--- src/rtl/wrsp_pkg.sv ---
package wrsp_pkg;
  typedef enum logic [1:0] {
    TAG_CMD     = 2'd0,
    TAG_ADDR_LO = 2'd1,
    TAG_ADDR_HI = 2'd2,
    TAG_DATA    = 2'd3
  } byte_tag_e;

  localparam int unsigned BYTE_W = 8;
endpackage

--- src/rtl/wrsp_crc_engine.sv ---
module wrsp_crc_engine #(
  parameter int unsigned CRC_W = 16,
  parameter logic [CRC_W-1:0] POLY_REFL = 16'hA001,
  parameter int unsigned DIN_W = 8
) (
  input  logic             clk,
  input  logic             rst_n,
  input  logic             clr,
  input  logic             shift_en,
  input  logic [DIN_W-1:0] din,
  output logic [CRC_W-1:0] crc
);
  logic [CRC_W-1:0] crc_q;
  logic [CRC_W-1:0] stage [DIN_W+1];

  assign stage[0] = crc_q;

  // One reflected shift per input bit, least significant bit first.
  for (genvar i = 0; i < DIN_W; i++) begin : g_bit
    logic fb;
    assign fb = stage[i][0] ^ din[i];
    assign stage[i+1] = (stage[i] >> 1) ^ (fb ? POLY_REFL : '0);
  end

  always_ff @(posedge clk or negedge rst_n) begin
    if (!rst_n)        crc_q <= '0;
    else if (clr)      crc_q <= '0;
    else if (shift_en) crc_q <= stage[DIN_W];
  end

  assign crc = crc_q;

  a_r2_clear_zero: assert property (@(posedge clk) disable iff (!rst_n)
    clr |=> (crc == '0));
  a_r6_hold_when_idle: assert property (@(posedge clk) disable iff (!rst_n)
    (!clr && !shift_en) |=> $stable(crc));
endmodule

--- src/rtl/wrsp_offset_track.sv ---
module wrsp_offset_track #(
  parameter int unsigned DEPTH = 32,
  localparam int unsigned OW = $clog2(DEPTH),
  localparam logic [OW-1:0] LAST = OW'(DEPTH - 1)
) (
  input  logic          clk,
  input  logic          rst_n,
  input  logic          clr,
  input  logic          load_en,
  input  logic [OW-1:0] load_val,
  input  logic          data_en,
  output logic          data_take,
  output logic [OW-1:0] offset,
  output logic          reached
);
  logic [OW-1:0] off_q;
  logic          done_q;

  assign data_take = data_en && !done_q;

  always_ff @(posedge clk or negedge rst_n) begin
    if (!rst_n) begin
      off_q  <= '0;
      done_q <= 1'b0;
    end else if (clr) begin
      off_q  <= '0;
      done_q <= 1'b0;
    end else if (load_en) begin
      off_q <= load_val;
    end else if (data_take) begin
      if (off_q == LAST) done_q <= 1'b1;
      else               off_q  <= off_q + 1'b1;
    end
  end

  assign offset  = off_q;
  assign reached = done_q;

  a_r6_done_sticky: assert property (@(posedge clk) disable iff (!rst_n)
    (reached && !clr) |=> reached);
  a_r6_offset_frozen: assert property (@(posedge clk) disable iff (!rst_n)
    (reached && !clr && !load_en) |=> $stable(offset));
  a_r4_step_one: assert property (@(posedge clk) disable iff (!rst_n)
    (data_take && !clr && !load_en && offset != LAST) |=> (offset == $past(offset) + 1'b1));
endmodule

--- src/rtl/wrsp_readout.sv ---
module wrsp_readout #(
  parameter int unsigned CRC_W = 16,
  parameter int unsigned BW = 8,
  localparam int unsigned NB = CRC_W / BW,
  localparam int unsigned IW = $clog2(NB + 1)
) (
  input  logic             clk,
  input  logic             rst_n,
  input  logic             clr,
  input  logic             arm,
  input  logic [CRC_W-1:0] crc_in,
  input  logic             out_ready,
  output logic             avail,
  output logic             out_valid,
  output logic [BW-1:0]    out_byte,
  output logic [CRC_W-1:0] crc_tx
);
  logic [CRC_W-1:0] snap_q;
  logic [IW-1:0]    idx_q;
  logic             avail_q;

  assign out_valid = avail_q && (idx_q < IW'(NB));

  always_ff @(posedge clk or negedge rst_n) begin
    if (!rst_n) begin
      snap_q  <= '0;
      idx_q   <= '0;
      avail_q <= 1'b0;
    end else if (clr) begin
      snap_q  <= '0;
      idx_q   <= '0;
      avail_q <= 1'b0;
    end else if (arm) begin
      snap_q  <= ~crc_in;
      idx_q   <= '0;
      avail_q <= 1'b1;
    end else if (out_valid && out_ready) begin
      idx_q <= idx_q + 1'b1;
    end
  end

  // Low byte leaves first.
  always_comb begin
    out_byte = '0;
    for (int k = 0; k < NB; k++) begin
      if (idx_q == IW'(k)) out_byte = snap_q[k*BW +: BW];
    end
  end

  assign avail  = avail_q;
  assign crc_tx = avail_q ? snap_q : '0;

  a_r8_valid_needs_avail: assert property (@(posedge clk) disable iff (!rst_n)
    out_valid |-> avail);
  a_r9_hold_stalled: assert property (@(posedge clk) disable iff (!rst_n)
    (out_valid && !out_ready && !clr && !arm) |=> (out_valid && $stable(out_byte)));
endmodule

--- src/rtl/wrsp_crc16.sv ---
module wrsp_crc16 #(
  parameter int unsigned SP_DEPTH = 32,
  parameter int unsigned CRC_W = 16,
  parameter logic [CRC_W-1:0] POLY_REFL = 16'hA001,
  localparam int unsigned OW = $clog2(SP_DEPTH)
) (
  input  logic             clk,
  input  logic             rst_n,
  input  logic             xfer_start,
  input  logic             xfer_end,
  input  logic             in_valid,
  output logic             in_ready,
  input  logic [1:0]       in_tag,
  input  logic [7:0]       in_data,
  output logic             crc_available,
  output logic [CRC_W-1:0] crc_value,
  output logic             out_valid,
  input  logic             out_ready,
  output logic [7:0]       out_data
);
  import wrsp_pkg::*;

  byte_tag_e     tag;
  logic          active_q;
  logic          accept;
  logic          data_en, data_take, load_en, shift_en, arm;
  logic [OW-1:0] offset;
  logic          reached;
  logic [CRC_W-1:0] crc;

  assign tag      = byte_tag_e'(in_tag);
  assign in_ready = active_q && !xfer_start && !xfer_end;
  assign accept   = in_valid && in_ready;
  assign data_en  = accept && (tag == TAG_DATA);
  assign load_en  = accept && (tag == TAG_ADDR_LO);
  assign shift_en = accept && ((tag != TAG_DATA) || data_take);
  assign arm      = xfer_end && active_q && !xfer_start && reached;

  always_ff @(posedge clk or negedge rst_n) begin
    if (!rst_n)          active_q <= 1'b0;
    else if (xfer_start) active_q <= 1'b1;
    else if (xfer_end)   active_q <= 1'b0;
  end

  wrsp_crc_engine #(.CRC_W(CRC_W), .POLY_REFL(POLY_REFL), .DIN_W(BYTE_W)) u_crc (
    .clk(clk), .rst_n(rst_n), .clr(xfer_start), .shift_en(shift_en),
    .din(in_data), .crc(crc)
  );

  wrsp_offset_track #(.DEPTH(SP_DEPTH)) u_off (
    .clk(clk), .rst_n(rst_n), .clr(xfer_start), .load_en(load_en),
    .load_val(in_data[OW-1:0]), .data_en(data_en), .data_take(data_take),
    .offset(offset), .reached(reached)
  );

  wrsp_readout #(.CRC_W(CRC_W), .BW(BYTE_W)) u_rd (
    .clk(clk), .rst_n(rst_n), .clr(xfer_start), .arm(arm), .crc_in(crc),
    .out_ready(out_ready), .avail(crc_available), .out_valid(out_valid),
    .out_byte(out_data), .crc_tx(crc_value)
  );

  a_r9_ready_idle: assert property (@(posedge clk) disable iff (!rst_n)
    !active_q |-> !in_ready);
  a_r8_avail_needs_reach: assert property (@(posedge clk) disable iff (!rst_n)
    crc_available |-> reached);
  a_r10_addr_hi_keeps_offset: assert property (@(posedge clk) disable iff (!rst_n)
    (accept && tag == TAG_ADDR_HI && !xfer_start) |=> $stable(offset));
endmodule

--- config.mk ---
export PLATFORM = sky130hd
export DESIGN_NAME = wrsp_crc16
export DESIGN_NICKNAME = d
export VERILOG_FILES = /design/src/rtl/wrsp_pkg.sv /design/src/rtl/wrsp_crc_engine.sv /design/src/rtl/wrsp_offset_track.sv /design/src/rtl/wrsp_readout.sv /design/src/rtl/wrsp_crc16.sv
export SDC_FILE = /design/constraint.sdc
export NUM_CORES = 1
export LEC_CHECK = 0
export ABC_AREA = 1
export CORE_MARGIN = 8
export CORE_UTILIZATION = 46
export CTS_BUF_LIST = sky130_fd_sc_hd__clkbuf_2
export CTS_CLUSTER_SIZE = 8
export DETAILED_ROUTE_END_ITERATION = 16
export PLACE_DENSITY = 0.74
export SYNTH_ARGS = -nofsm -noshare
export SYNTH_HDL_FRONTEND = slang
export SYNTH_SLANG_ARGS = --single-unit
--- constraint.sdc ---
create_clock -name clk -period 1.46 [get_ports clk]
set_input_delay 0.365 -clock clk [delete_from_list [all_inputs] [get_ports clk]]
set_output_delay 0.365 -clock clk [all_outputs]
set_load 0.01 [all_outputs]
==> impl_metrics.json <==
{
  "max_clock_freq_mhz": 467.1,
  "clkTransAtPathRegs_ns": 0.26,
  "pwr-share-clk": 0.252,
  "yosys.area.top_type_share": 0.4332,
  "syn-num-nets": 317,
  "path_cells": "inv_2 -> ha_4 -> clkinvlp_4 -> o21ai_2 -> buf_2",
  "avgSynthCellArea_sq_um": 8.169,
  "grt_pass1_wl_microns": 12170,
  "grt_pass1_vias": 2576,
  "hold_path_class": "input pin to register",
  "cp.required_ns": 1.10,
  "htreeDepth": 2,
  "highest_layer": "met4",
  "dr_wl_met3_microns": 984,
  "worst_slew_pin_slew_ns": 0.2501,
  "worstSetupPathType": "register to output port",
  "wl_met1_microns": 3616,
  "ys_ff_latch": 42,
  "vias_per_cell": 5.800,
  "grt_start_max_net_pins": 43,
  "min_period_ns": 2.141,
  "finalHoldViolCount": 0,
  "ir_worst_vdd_mv": 0.4151,
  "drc": 0,
  "drv_cap": 0,
  "cts_buffers": 5,
  "rsz0062_at_grt": "true",
  "place_inst": 454,
  "synth_area_leaders": "dfrtp_1, inv_1, nand2_1",
  "synth_top_area_cell": "dfrtp_1",
  "row_count": 26,
  "max_slew_margin": 0.8320,
  "drive_gt1_frac": 0.5671,
  "nets": 444,
  "crit_slowest_cell": "dfrtp_1",
  "io_buffer_count": 42,
  "p_comb_frac": 0.299,
  "antenna_found_initial": 0,
  "fin_cells": 495,
  "worstSetupStartpointType": "register",
  "fin_crit_sh": 1.466,
  "routed_wl_microns": 10280,
  "wl_per_cell_microns": 20.76,
  "swShare": 0.3273,
  "die_x_microns": 88.62,
  "syn_inst": 297,
  "root_buffer": "clkbuf_2",
  "die_area_sq_um": 7854,
  "timing.final.ws_setup_ns": -0.6809,
  "layout.cells.most_common_list": "buf_4, dfrtp_1, buf_6",
  "grt_overflow": 0,
  "final-max-slew-violation-count": 0,
  "drtIter0Drc": 344,
  "seq_area_frac_synth": 0.4332,
  "ys_types": 28,
  "p_int_uw": 1885,
  "outcome": "complete, but fails checks",
  "cts_sinks": 42,
  "cp-end-kind": "output port",
  "cts-root-to-sink-buffers": 2,
  "switching_power_uw": 916.8,
  "dp_hpwl_microns": 4846,
  "n_antenna_cell": 0,
  "crit_path_max_incr_delay_ns": 0.45,
  "cts_tree": "done",
  "drtPass1Iterations": 7,
  "yosys_warnings": 0,
  "finalSetupViolations": 46,
  "ios": 43,
  "synthToLayoutAreaGrowth_pct": 72.56,
  "vias": 2871,
  "pwr_density_cell_nw_per_um2": 669.2,
  "coreArea_sq_um": 5107,
  "start_util": 0.4750,
  "layout_commonest_cell": "buf_4",
  "grt_use_total": 0.1974,
  "place.gp.congestion": 0.8188,
  "arrival_ns": 1.78,
  "clk_latency_ns": 0.43,
  "totalPowerFinal_uw": 2801,
  "die_h_microns": 88.62,
  "violations": "setup timing",
  "netlist_area_sq_um": 2426,
  "worstPathMaxFanout": 8,
  "wl_met2_microns": 5138,
  "skew_ns": 0.04335,
  "ant_nets": 0,
  "p_leak_uw": 0.002293,
  "seqPwrFrac": 0.449
}
[critical path, delay by kind of cell (launching register included)]
family	cells	cell delay (ns)
fa+ha+maj	1	0.17
flops	1	0.45
compound gates	1	0.23
buf+inv	3	0.51
[synthesized netlist by cell type (all sizes together)]
cell    number
a22o         1
xnor2        4
or2          1
nor3         1
a21oi        4
nor2        14
xor2         8
clkbuf       8
a31oi        2
dfrtp       42
o21ai       28
nand3       38
o32ai        3
nor3b        1
ha           4
o22ai       13
o211ai       1
inv         58
nand2       66
[cells by family after synthesis]
logic type      Yosys count  synth area share
flops                    42            0.4332
compound gates           52            0.1294
fa+ha+maj                 4           0.02063
xor+xnor                 12           0.04332
simple gates            121            0.2713
buf+inv                  66            0.1021
[metrics by stage]
step	hold slack [ns]	setup TNS (ns)	worst slack, ns	util	cell area, sq um
2_1_floorplan	0.06941	-0.7165	-0.1507	-	2432
3_3_place_gp	0.3527	-20.25	-0.6780	0.6514	3327
3_5_place_dp	0.3569	-22.39	-0.7466	0.6514	3327
4_1_cts	0.3937	-10.20	-0.4730	0.7389	3774
5_1_grt	0.3426	-17.53	-0.7488	0.8197	4187
6_report	0.3522	-14.71	-0.6809	0.8197	4187
[path summary, 6_finish.rpt]
path                                from               to  slack, ns  cells after the start
min                           in_data[1]  u_off.offset[1]       0.35                      3
min reg2reg                u_crc.crc[15]  u_rd.snap_q[15]       0.51                      1
max reg2reg                 u_crc.crc[0]    u_crc.crc[11]      -0.50                     17
max                        u_rd.idx_q[1]      out_data[2]      -0.68                      5
min in group asynchronous          rst_n  u_off.offset[2]       0.39                      3
max in group asynchronous          rst_n    u_crc.crc[14]       0.82                      3
[cell type report]
cell class	count	area [sq um]
tap	70	87.58
sequential	42	1054
clock inverter	1	30.03
timing repair buffer	127	1206
multi-input combinational	189	1541
clock buffer	7	35.03
inverter	58	225.2
timing repair inverter	1	7.507
fill	229	920.9
[layer usage]
metal | GRT usage | up-vias
met1 | 0.2270 | 1360
li1 | - | 1212
met2 | 0.3598 | 236
met3 | 0.03157 | 63
met4 | 0.06452 | 0
met5 | 0 | -
[power by group through the flow]
stage	sequential, uW	combinational (uW)	clock [uW]
finish	1260	838	707
global route	1260	891	751
CTS	1250	710	682
detailed placement	1270	602	0
global placement	1260	583	0
floorplan	1260	341	0
[flip-flops by register name (all words and copies together) (netlist names)]
| name | flops |
|---|---|
| u_off.reached | 1 |
| u_off.offset | 5 |
| u_crc.crc | 16 |
| u_rd.avail | 1 |
| u_rd.idx_q | 2 |
| active_q | 1 |
| u_rd.snap_q | 16 |
[repair_timing]
item | CTS | global route
setup endpoints to repair | 48 | 58
pin swaps | 20 | 22
hold buffers | 1 | 0
resized for setup | 210 | 85
buffers inserted | 22 | 12
hold endpoints to repair | 42 | 0
cloned | 2 | 1
No activity file was read; power rests on OpenSTA's default activity.
